`src/rtl/cap_pkg.sv`:
```
package cap_pkg;

  localparam int CODE_W      = 12;
  localparam int RANGE_SHIFT = 4;
  localparam int NORM_W      = CODE_W + RANGE_SHIFT;
  localparam int WORD_W      = CODE_W + 1;

  typedef enum logic [2:0] {
    ST_IDLE,
    ST_ARMING,
    ST_WAIT,
    ST_POST,
    ST_DONE
  } cap_state_e;

  // Scale an attenuated-range code so both ranges share one level scale.
  function automatic logic signed [NORM_W-1:0] norm_sample(
      input logic signed [CODE_W-1:0] code,
      input logic                     rng);
    logic signed [NORM_W-1:0] ext;
    ext = NORM_W'(code);
    return rng ? (ext <<< RANGE_SHIFT) : ext;
  endfunction

  function automatic logic level_cross(
      input logic signed [NORM_W-1:0] prev,
      input logic signed [NORM_W-1:0] cur,
      input logic signed [NORM_W-1:0] level,
      input logic                     falling);
    if (falling) return (prev > level) && (cur <= level);
    return (prev < level) && (cur >= level);
  endfunction

endpackage

```
`src/rtl/cap_len_clamp.sv`:
```
module cap_len_clamp #(
  parameter int ADDR_W = 5
) (
  input  logic [ADDR_W:0] pre_req,
  input  logic [ADDR_W:0] post_req,
  output logic [ADDR_W:0] pre_eff,
  output logic [ADDR_W:0] post_eff,
  output logic            over
);
  // One slot is reserved for the trigger word itself.
  localparam logic [ADDR_W:0]   CAP_V   = (ADDR_W+1)'((1 << ADDR_W) - 1);
  localparam logic [ADDR_W+1:0] CAP_EXT = {1'b0, CAP_V};

  function automatic logic [ADDR_W:0] min_len(input logic [ADDR_W:0] a,
                                              input logic [ADDR_W:0] b);
    return (a < b) ? a : b;
  endfunction

  logic [ADDR_W+1:0] req_sum;

  always_comb begin
    req_sum  = {1'b0, pre_req} + {1'b0, post_req};
    post_eff = min_len(post_req, CAP_V);
    pre_eff  = min_len(pre_req, CAP_V - post_eff);
    over     = req_sum > CAP_EXT;
  end

endmodule

```
`src/rtl/cap_wr_ptr.sv`:
```
module cap_wr_ptr #(
  parameter int ADDR_W = 5
) (
  input  logic              clk,
  input  logic              rst_n,
  input  logic              clear,
  input  logic              adv,
  output logic [ADDR_W-1:0] ptr,
  output logic [ADDR_W:0]   fill
);
  localparam logic [ADDR_W:0] DEPTH_V = (ADDR_W+1)'(1 << ADDR_W);

  always_ff @(posedge clk or negedge rst_n) begin
    if (!rst_n) begin
      ptr  <= '0;
      fill <= '0;
    end else if (clear) begin
      ptr  <= '0;
      fill <= '0;
    end else if (adv) begin
      ptr <= ptr + 1'b1;
      if (fill != DEPTH_V) fill <= fill + 1'b1;
    end
  end

endmodule

```
`src/rtl/cap_trig_det.sv`:
```
module cap_trig_det
  import cap_pkg::*;
(
  input  logic                     clk,
  input  logic                     rst_n,
  input  logic                     clear,
  input  logic                     smp_en,
  input  logic signed [CODE_W-1:0] code,
  input  logic                     rng,
  input  logic signed [NORM_W-1:0] level,
  input  logic                     falling,
  output logic                     hit
);
  logic signed [NORM_W-1:0] cur_n;
  logic signed [NORM_W-1:0] prev_q;
  logic                     have_prev_q;

  assign cur_n = norm_sample(code, rng);
  assign hit   = smp_en && have_prev_q && level_cross(prev_q, cur_n, level, falling);

  always_ff @(posedge clk or negedge rst_n) begin
    if (!rst_n) begin
      prev_q      <= '0;
      have_prev_q <= 1'b0;
    end else if (clear) begin
      have_prev_q <= 1'b0;
    end else if (smp_en) begin
      prev_q      <= cur_n;
      have_prev_q <= 1'b1;
    end
  end

endmodule

```
`src/rtl/trig_capture_ctrl.sv`:
```
module trig_capture_ctrl
  import cap_pkg::*;
#(
  parameter int ADDR_W = 5
) (
  input  logic              clk,
  input  logic              rst_n,
  input  logic              smp_valid,
  input  logic [CODE_W-1:0] smp_code,
  input  logic              smp_range,
  input  logic              arm,
  input  logic [ADDR_W:0]   pre_len,
  input  logic [ADDR_W:0]   post_len,
  input  logic [NORM_W-1:0] trig_level,
  input  logic              trig_falling,
  output logic              mem_we,
  output logic [ADDR_W-1:0] mem_addr,
  output logic [WORD_W-1:0] mem_wdata,
  output logic              done,
  output logic [ADDR_W-1:0] trig_addr,
  output logic [ADDR_W:0]   pre_valid,
  output logic              clamp_err
);
  localparam logic [ADDR_W:0] CAP_V = (ADDR_W+1)'((1 << ADDR_W) - 1);

  // Pre-trigger words that can survive once the post window is written.
  function automatic logic [ADDR_W:0] survivors(input logic [ADDR_W:0] written,
                                                input logic [ADDR_W:0] post_n);
    logic [ADDR_W:0] room;
    room = CAP_V - post_n;
    return (written < room) ? written : room;
  endfunction

  cap_state_e               state_q;
  logic [ADDR_W:0]          pre_eff_q, post_eff_q, post_cnt_q;
  logic signed [NORM_W-1:0] level_q;
  logic                     falling_q;
  logic                     clamp_err_q;
  logic [ADDR_W-1:0]        trig_addr_q;
  logic [ADDR_W:0]          pre_valid_q;

  // Named internal events for the checker.
  logic                     capturing;
  logic                     accept;
  logic                     pre_met;
  logic                     det_hit;
  logic                     trig_hit;
  logic [ADDR_W-1:0]        wptr;
  logic [ADDR_W:0]          fill_cnt;
  logic [ADDR_W:0]          pre_eff_c, post_eff_c;
  logic                     over_c;

  cap_len_clamp #(.ADDR_W(ADDR_W)) u_clamp (
    .pre_req  (pre_len),
    .post_req (post_len),
    .pre_eff  (pre_eff_c),
    .post_eff (post_eff_c),
    .over     (over_c)
  );

  cap_wr_ptr #(.ADDR_W(ADDR_W)) u_ptr (
    .clk   (clk),
    .rst_n (rst_n),
    .clear (arm),
    .adv   (accept),
    .ptr   (wptr),
    .fill  (fill_cnt)
  );

  cap_trig_det u_det (
    .clk     (clk),
    .rst_n   (rst_n),
    .clear   (arm),
    .smp_en  (accept),
    .code    ($signed(smp_code)),
    .rng     (smp_range),
    .level   (level_q),
    .falling (falling_q),
    .hit     (det_hit)
  );

  assign capturing = (state_q == ST_ARMING) || (state_q == ST_WAIT) || (state_q == ST_POST);
  assign accept    = smp_valid && capturing && !arm;
  assign pre_met   = fill_cnt >= pre_eff_q;
  assign trig_hit  = det_hit && pre_met &&
                     ((state_q == ST_ARMING) || (state_q == ST_WAIT));

  always_ff @(posedge clk or negedge rst_n) begin
    if (!rst_n) begin
      state_q     <= ST_IDLE;
      pre_eff_q   <= '0;
      post_eff_q  <= '0;
      post_cnt_q  <= '0;
      level_q     <= '0;
      falling_q   <= 1'b0;
      clamp_err_q <= 1'b0;
      trig_addr_q <= '0;
      pre_valid_q <= '0;
    end else if (arm) begin
      state_q     <= ST_ARMING;
      pre_eff_q   <= pre_eff_c;
      post_eff_q  <= post_eff_c;
      post_cnt_q  <= '0;
      level_q     <= $signed(trig_level);
      falling_q   <= trig_falling;
      clamp_err_q <= over_c;
      trig_addr_q <= '0;
      pre_valid_q <= '0;
    end else if (trig_hit) begin
      trig_addr_q <= wptr;
      pre_valid_q <= survivors(fill_cnt, post_eff_q);
      post_cnt_q  <= '0;
      state_q     <= (post_eff_q == '0) ? ST_DONE : ST_POST;
    end else begin
      unique case (state_q)
        ST_ARMING: if (pre_met) state_q <= ST_WAIT;
        ST_POST: begin
          if (accept) begin
            post_cnt_q <= post_cnt_q + 1'b1;
            if (post_cnt_q + 1'b1 == post_eff_q) state_q <= ST_DONE;
          end
        end
        default: ;
      endcase
    end
  end

  assign mem_we    = accept;
  assign mem_addr  = wptr;
  assign mem_wdata = {smp_range, smp_code};
  assign done      = (state_q == ST_DONE);
  assign trig_addr = trig_addr_q;
  assign pre_valid = pre_valid_q;
  assign clamp_err = clamp_err_q;

endmodule

```
`config.mk`:
```
export PLATFORM = sky130hd
export DESIGN_NAME = trig_capture_ctrl
export DESIGN_NICKNAME = d
export VERILOG_FILES = /design/src/rtl/cap_pkg.sv /design/src/rtl/cap_len_clamp.sv /design/src/rtl/cap_wr_ptr.sv /design/src/rtl/cap_trig_det.sv /design/src/rtl/trig_capture_ctrl.sv
export SDC_FILE = /design/constraint.sdc
export NUM_CORES = 1
export LEC_CHECK = 0
export ABC_AREA = 0
export ABC_CLOCK_PERIOD_IN_PS = 3400
export BUFFER_PORTS_ARGS = -buffer_cell sky130_fd_sc_hd__buf_2
export CAP_MARGIN = 20
export CORE_AREA = 5 5 123 125
export DETAILED_ROUTE_END_ITERATION = 16
export DIE_AREA = 0 0 128 130
export PLACE_DENSITY = 0.59
export SLEW_MARGIN = 15
export SYNTH_ARGS = -nofsm -noshare
export SYNTH_HDL_FRONTEND = slang
export SYNTH_HIERARCHICAL = 1
export SYNTH_SLANG_ARGS = --single-unit
```
`constraint.sdc`:
```
create_clock -name clk -period 3.4 [get_ports clk]
set_input_delay 1.02 -clock clk [delete_from_list [all_inputs] [get_ports clk]]
set_output_delay 1.02 -clock clk [all_outputs]
set_load 0.005 [all_outputs]
```
After elaboration in Yosys (flattened, before gate mapping):

Index checks and enable logic that the tools add are counted.
W data, S select, Z words.

* register bits: 78
* input bits: 46
* output and inout bits: 32
* word-level logic and storage cells: 89

* add/subtract/negate cells: 6
* $lt $le $gt $ge: 9
* eq/ne operators: 9
* mux-type cells: 29
* bitwise operators: 1
* reduce and logical (&&, ||, !) cells: 22

Operator list (number)
* $mux W6: 12
* $mux W5: 4
* $mux W3: 6
* $ge A16 B16 Y1: 1
* $gt A16 B16 Y1: 1
* $le A16 B16 Y1: 1
* $lt A16 B16 Y1: 1
* $mux W15: 1
* $add A6 B1 Y6 const B: 2
* $lt A6 B6 Y1: 2
* $sub A5 B6 Y6 const A: 2
* $logic_and A1 B1 Y1: 8
* $ne A4 B3 Y1 const B: 2
* $add A6 B6 Y7: 1
* $gt A7 B5 Y1 const B: 1
* $eq A3 B2 Y1 const B: 2
* $eq A6 B6 Y1: 1
* $ge A6 B6 Y1: 1
* $logic_not A6 Y1: 1
* $lt A6 B5 Y1 const B: 1
* $ne A6 B6 Y1 const B: 1
* $pmux W3 S2: 1
* $reduce_and A2 Y1: 3
* $reduce_bool A2 Y1: 3
* 11 further kinds: 17

Logic depth before layout (Yosys ltp):

* depth after elaboration: 11
* gate-level depth with buffers: 17

Cells and area by module:

The synthesis kept the hierarchy.

Modules (own cells, without submodules)
* trig_capture_ctrl: instances 1, cells an instance 243, area an instance 2598.7 um^2
* cap_trig_det: instances 1, cells an instance 168, area an instance 1595.3 um^2
* cap_wr_ptr: instances 1, cells an instance 56, area an instance 569.3 um^2
* cap_len_clamp: instances 1, cells an instance 51, area an instance 406.6 um^2

Worst setup path before layout:

Ideal clock, no wire load.

* path type: input to register
* start point: in smp_range
* end point: reg state_q[1]
* setup time: 0.122 ns
* arrival time: 4.310 ns
* path slack: -1.031 ns
* stages: 15
* path buffers: 3
* cell sequence: clkbuf_1 clkbuf_1 mux2_2 ha_1 nand2_1 or4_1 o211ai_1 xor2_1 xnor2_1 a21oi_1 nor4bb_1 o31a_1 buf_2 nor3b_1 a32o_1

* word-level cells in the longest chain between the ends: 10
* elaborated cells on any way between the ends: 17

Ends and longest elaborated chain
* from (decl): line trig_capture_ctrl.sv:10 `input logic smp_range,`
* $mux W15 *: line cap_pkg.sv:22 `return rng ? (ext <<< RANGE_SHIFT) : ext;`
* net u_det.cur_n[7]: line cap_trig_det.sv:14 `logic signed [NORM_W-1:0] cur_n;`
* $le A16 B16 Y1: line cap_pkg.sv:30 `if (falling) return (prev > level) && (cur <= level);`
* $logic_and A1 B1 Y1: line cap_pkg.sv:30
* $mux W1: line cap_pkg.sv:30
* $mux W1 *: line cap_pkg.sv:31 `return (prev < level) && (cur >= level);`
* $logic_and A1 B1 Y1 *: line cap_trig_det.sv:19 `assign hit = smp_en && have_prev_q && level_cross(prev_q, cur_n, level, falling);`
* net det_hit: line trig_capture_ctrl.sv:46 `logic det_hit;`
* $logic_and A1 B1 Y1 * (2 in series): line trig_capture_ctrl.sv:85 `assign trig_hit = det_hit && pre_met &&`
* $ne A4 B3 Y1 (no source line) (tied with other cells)
* $reduce_and A4 Y1 (no source line) or $mux W3 (tied branches)
* to (signal assigned): line trig_capture_ctrl.sv:113 `state_q <= (post_eff_q == '0) ? ST_DONE : ST_POST;`
* to (decl): line trig_capture_ctrl.sv:34 `cap_state_e state_q;`

Mark *: on every way through the listed nets, which the timed path passes. The rest lies on a longest branch. The select of a mux whose other input is x is not followed.
A chain may end at the register's enable or synchronous reset.

Final worst setup path:

Ends and elaborated chain as after synthesis.

==> qor.csv <==
stage,metric,value,unit
status,status,"finished, violations left",
status,violations,negative setup slack,
route,via_per_inst,5.06,
synth,async_flop_share,1.00,
power_and_ir_drop,vdd_drop_max,0.242,mV
clock_network,path_clk_slew,0.06,ns
setup_path,worstPathArrival,4.02,ns
synth,synth_ff_type,dfrtp_1,
power_and_ir_drop,internal_power,0.00229,W
route,wl,12200,um
floorplan,core_area,13800,um^2
synth,synth-edff-count,0,
run,drv_cap,0,
global_routing,grt_pass1_vias,4168,
power_and_ir_drop,power.leakage,3.07,nW
floorplan,fp.dieH,130,um
global_routing,grt_usage,0.151,
synth,synthTopCellsByArea,"dfrtp_1 (38%), ha_1 (14%), mux2_2 (8.9%)",
floorplan,ios,78,
global_routing,grt_max_degree,79,
final_layout,fin_util,0.461,
clock_network,postCtsHoldBufs,0,
route,dr.first_iter.drc_count,158,
timing,fin_ws,-0.390,ns
clock_network,numCtsBuffers,9,
setup_path,cp-end-kind,register,
synth,syn-instance-count,518,
clock_network,cts.htree.levels,3,
power_and_ir_drop,power.density,523,nW/um^2
global_routing,overflow,0,
timing,hold_violations,0,
timing,max_freq,0.264,GHz
route,remaining_drc_errors,0,
floorplan,row_count,43,
clock_network,cts_tree,done,
synth,syn_nets,623,
timing,report.final.setup_viol,20,
timing,clock_skew,0.00857,ns
route,drtPass1Iterations,4,
power_and_ir_drop,comb_power_share,0.316,
timing,drv_slew,0,
timing,fin_hold_ws,0.486,ns
timing,rsz0062_at_grt,true,
clock_network,cts_sinks,78,
final_layout,diodes,0,
clock_network,insertion_delay,0.34,ns
timing,tightest_slew,0.751,ns
final_layout,fin_nets,712,
final_layout,design_area,6350,um^2
power_and_ir_drop,seqPwrFrac,0.368,
clock_network,clock-root-buffer,clkbuf_16,
route,ant_nets,0,
route,num_vias,4007,
synth,yosysWarnings,6,
setup_path,path_class,in -> reg,
floorplan,die_w,128,um
floorplan,start_util,0.375,
setup_path,crit_path_max_fanout,7,
synth,synth.largest_area_cell,dfrtp_1,
power_and_ir_drop,pwr-share-clk,0.316,
power_and_ir_drop,p_sw_frac,0.312,
synth,netlist_area,5170,um^2
synth,synth_seq_cells,78,
setup_path,cp-start-kind,input pin,
clock_network,clockBufferDepth,2,
floorplan,dieArea,16600,um^2
final_layout,synthToLayoutAreaGrowth,22.9,%
synth,synth_top_area_share,0.378,
setup_path,cp.required,3.63,ns
placement,hpwl,9060,um
placement,placed_area,5840,um^2
timing,finalCritPeriodShare,1.11,
timing,period_needed,3.79,ns
global_routing,grt_antenna_before_repair,0,
placement,io_buffers,77,
final_layout,drive_gt1_frac,0.322,
power_and_ir_drop,p_switching,0.00104,W
worst_hold_path,worstHoldPathType,reg -> reg,
timing,maxSlewHeadroom,0.499,
synth,ys_seq_area_frac,0.378,
route,wl_per_cell,15.4,um
synth,yosysUniqueCellTypes,62,
synth,syn_avg_cell_area,9.98,um^2
placement,place_congestion,0.884,
timing,setup_tns,-5.94,ns
global_routing,grt_pass1_wl,20200,um
## metal layers
| metal | GRT usage | part of all wire |
|---|---|---|
| met3 | 0.0418 | 0.046 |
| met4 | 0.0381 | 0.0092 |
| met5 | 0 | 0 |
| met2 | 0.256 | 0.49 |
| met1 | 0.191 | 0.46 |
## metrics by stage
| stage | instances | total power (W) | setup WS [ns] |
|---|---|---|---|
| after floorplan | 518 | 0.00195 | -0.610 |
| after global placement | 769 | 0.00220 | -0.910 |
| after detailed placement | 769 | 0.00224 | -0.960 |
| after CTS | 791 | 0.00335 | -0.341 |
| after global routing | 792 | 0.00356 | -0.551 |
| final | 792 | 0.00333 | -0.390 |
## synthesized netlist by cell type, types with 6 or more instances
cell type   n
buf_4      15
dfrtp_1    78
inv_1      37
mux2i_1    19
nand2_1    42
xor2_1      9
ha_1       58
a211oi_1   10
o21ai_0    20
clkbuf_1   12
nand2b_1    8
a21oi_1    22
nand4_1    11
mux2_2     41
xnor2_1    11
nor2_1     40
nand3_1     6
## kinds of logic (layout without fill, tap and decap cells)
kind of cell               after synthesis  count (layout)  synth area share
DFF                                     78              78             0.378
AOI/OAI and AO/OA                       89              89             0.120
muxes                                   60              60             0.126
buffers and inverters                   67             161            0.0600
other                                    2               2           0.00145
xor gates and xnor gates                20              20            0.0339
adders and majority gates               59              59             0.144
and+or+nand+nor                        143             143             0.137
## worst paths after layout
kind | from | slack [ns] | endpoint | cells past startpoint
hold reg to reg | u_det/prev_q[0] | 0.49 | u_det/prev_q[0] | 2
min in group asynchronous | rst_n | 0.71 | u_det/prev_q[4] | 1
setup / recovery | smp_range | -0.39 | state_q[1] | 14
setup reg to reg | level_q[10] | -0.05 | state_q[1] | 14
max in group asynchronous | rst_n | 2.19 | trig_addr[2] | 1
hold / removal | u_det/prev_q[0] | 0.49 | u_det/prev_q[0] | 2
## power groups by stage
| stage | sequential [W] | combinational, W | clock (W) |
|---|---|---|---|
| final | 0.00122 | 0.00105 | 0.00105 |
| after global routing | 0.00124 | 0.00120 | 0.00112 |
| after CTS | 0.00122 | 0.00104 | 0.00108 |
| after detailed placement | 0.00124 | 0.00100 | 0 |
| after global placement | 0.00123 | 0.000969 | 0 |
| after floorplan | 0.00119 | 0.000757 | 0 |
## critical path: stages
cell and delay (ns):
buf_12 0.11, mux2_4 0.31, ha_4 0.27, nand4_1 0.13, or4_4 0.51, o211ai_1 0.20, xor2_1 0.20, xnor2_1 0.14
a21oi_1 0.09, nor4bb_2 0.17, o31a_1 0.17, buf_6 0.17, a211o_1 0.30, a32o_1 0.23
## cell usage in the layout, fill, tap and decap left out, drive strengths merged, types with 3 or more instances in the layout
cell	Yosys	final
nand4	11	11
clkbuf	12	11
nand2b	8	8
o21a	4	4
xnor2	11	11
a21oi	24	24
nand2	42	42
nand3	6	6
xor2	9	9
or2	7	7
mux2i	19	19
nor2b	5	5
o21ai	23	23
nor4b	4	4
buf	18	108
mux2	41	41
or3	4	4
dfrtp	78	78
inv	37	38
a211oi	12	12
a211o	4	4
nor3	5	5
o211ai	3	3
nor2	40	40
ha	58	58
and2	4	4
## final cells by class
type / instances / area, um^2
Clock buffer: 11 / 243
Clock inverter: 5 / 81.3
Fill cell: 1360 / 7420
Inverter: 37 / 139
Multi-Input combinational cell: 373 / 3030
Sequential cell: 78 / 1950
Tap cell: 180 / 225
Timing Repair Buffer: 108 / 682
## sequential cells by signal, indices dropped and copies added (netlist names), 3 cells and up
register	flops
level_q	16
post_cnt_q	6
u_det/prev_q	16
trig_addr	5
post_eff_q	6
state_q	3
u_ptr/fill	6
u_ptr/ptr	5
pre_valid	6
pre_eff_q	6
## repair_timing
item | 4_1_cts | 5_1_grt
cloned | 2 | 0
resized for setup | 22 | 7
setup endpoints to repair | 20 | 20
buffers inserted | 4 | 1
pin swaps | 15 | 7
(Power assumes the default switching activity.)
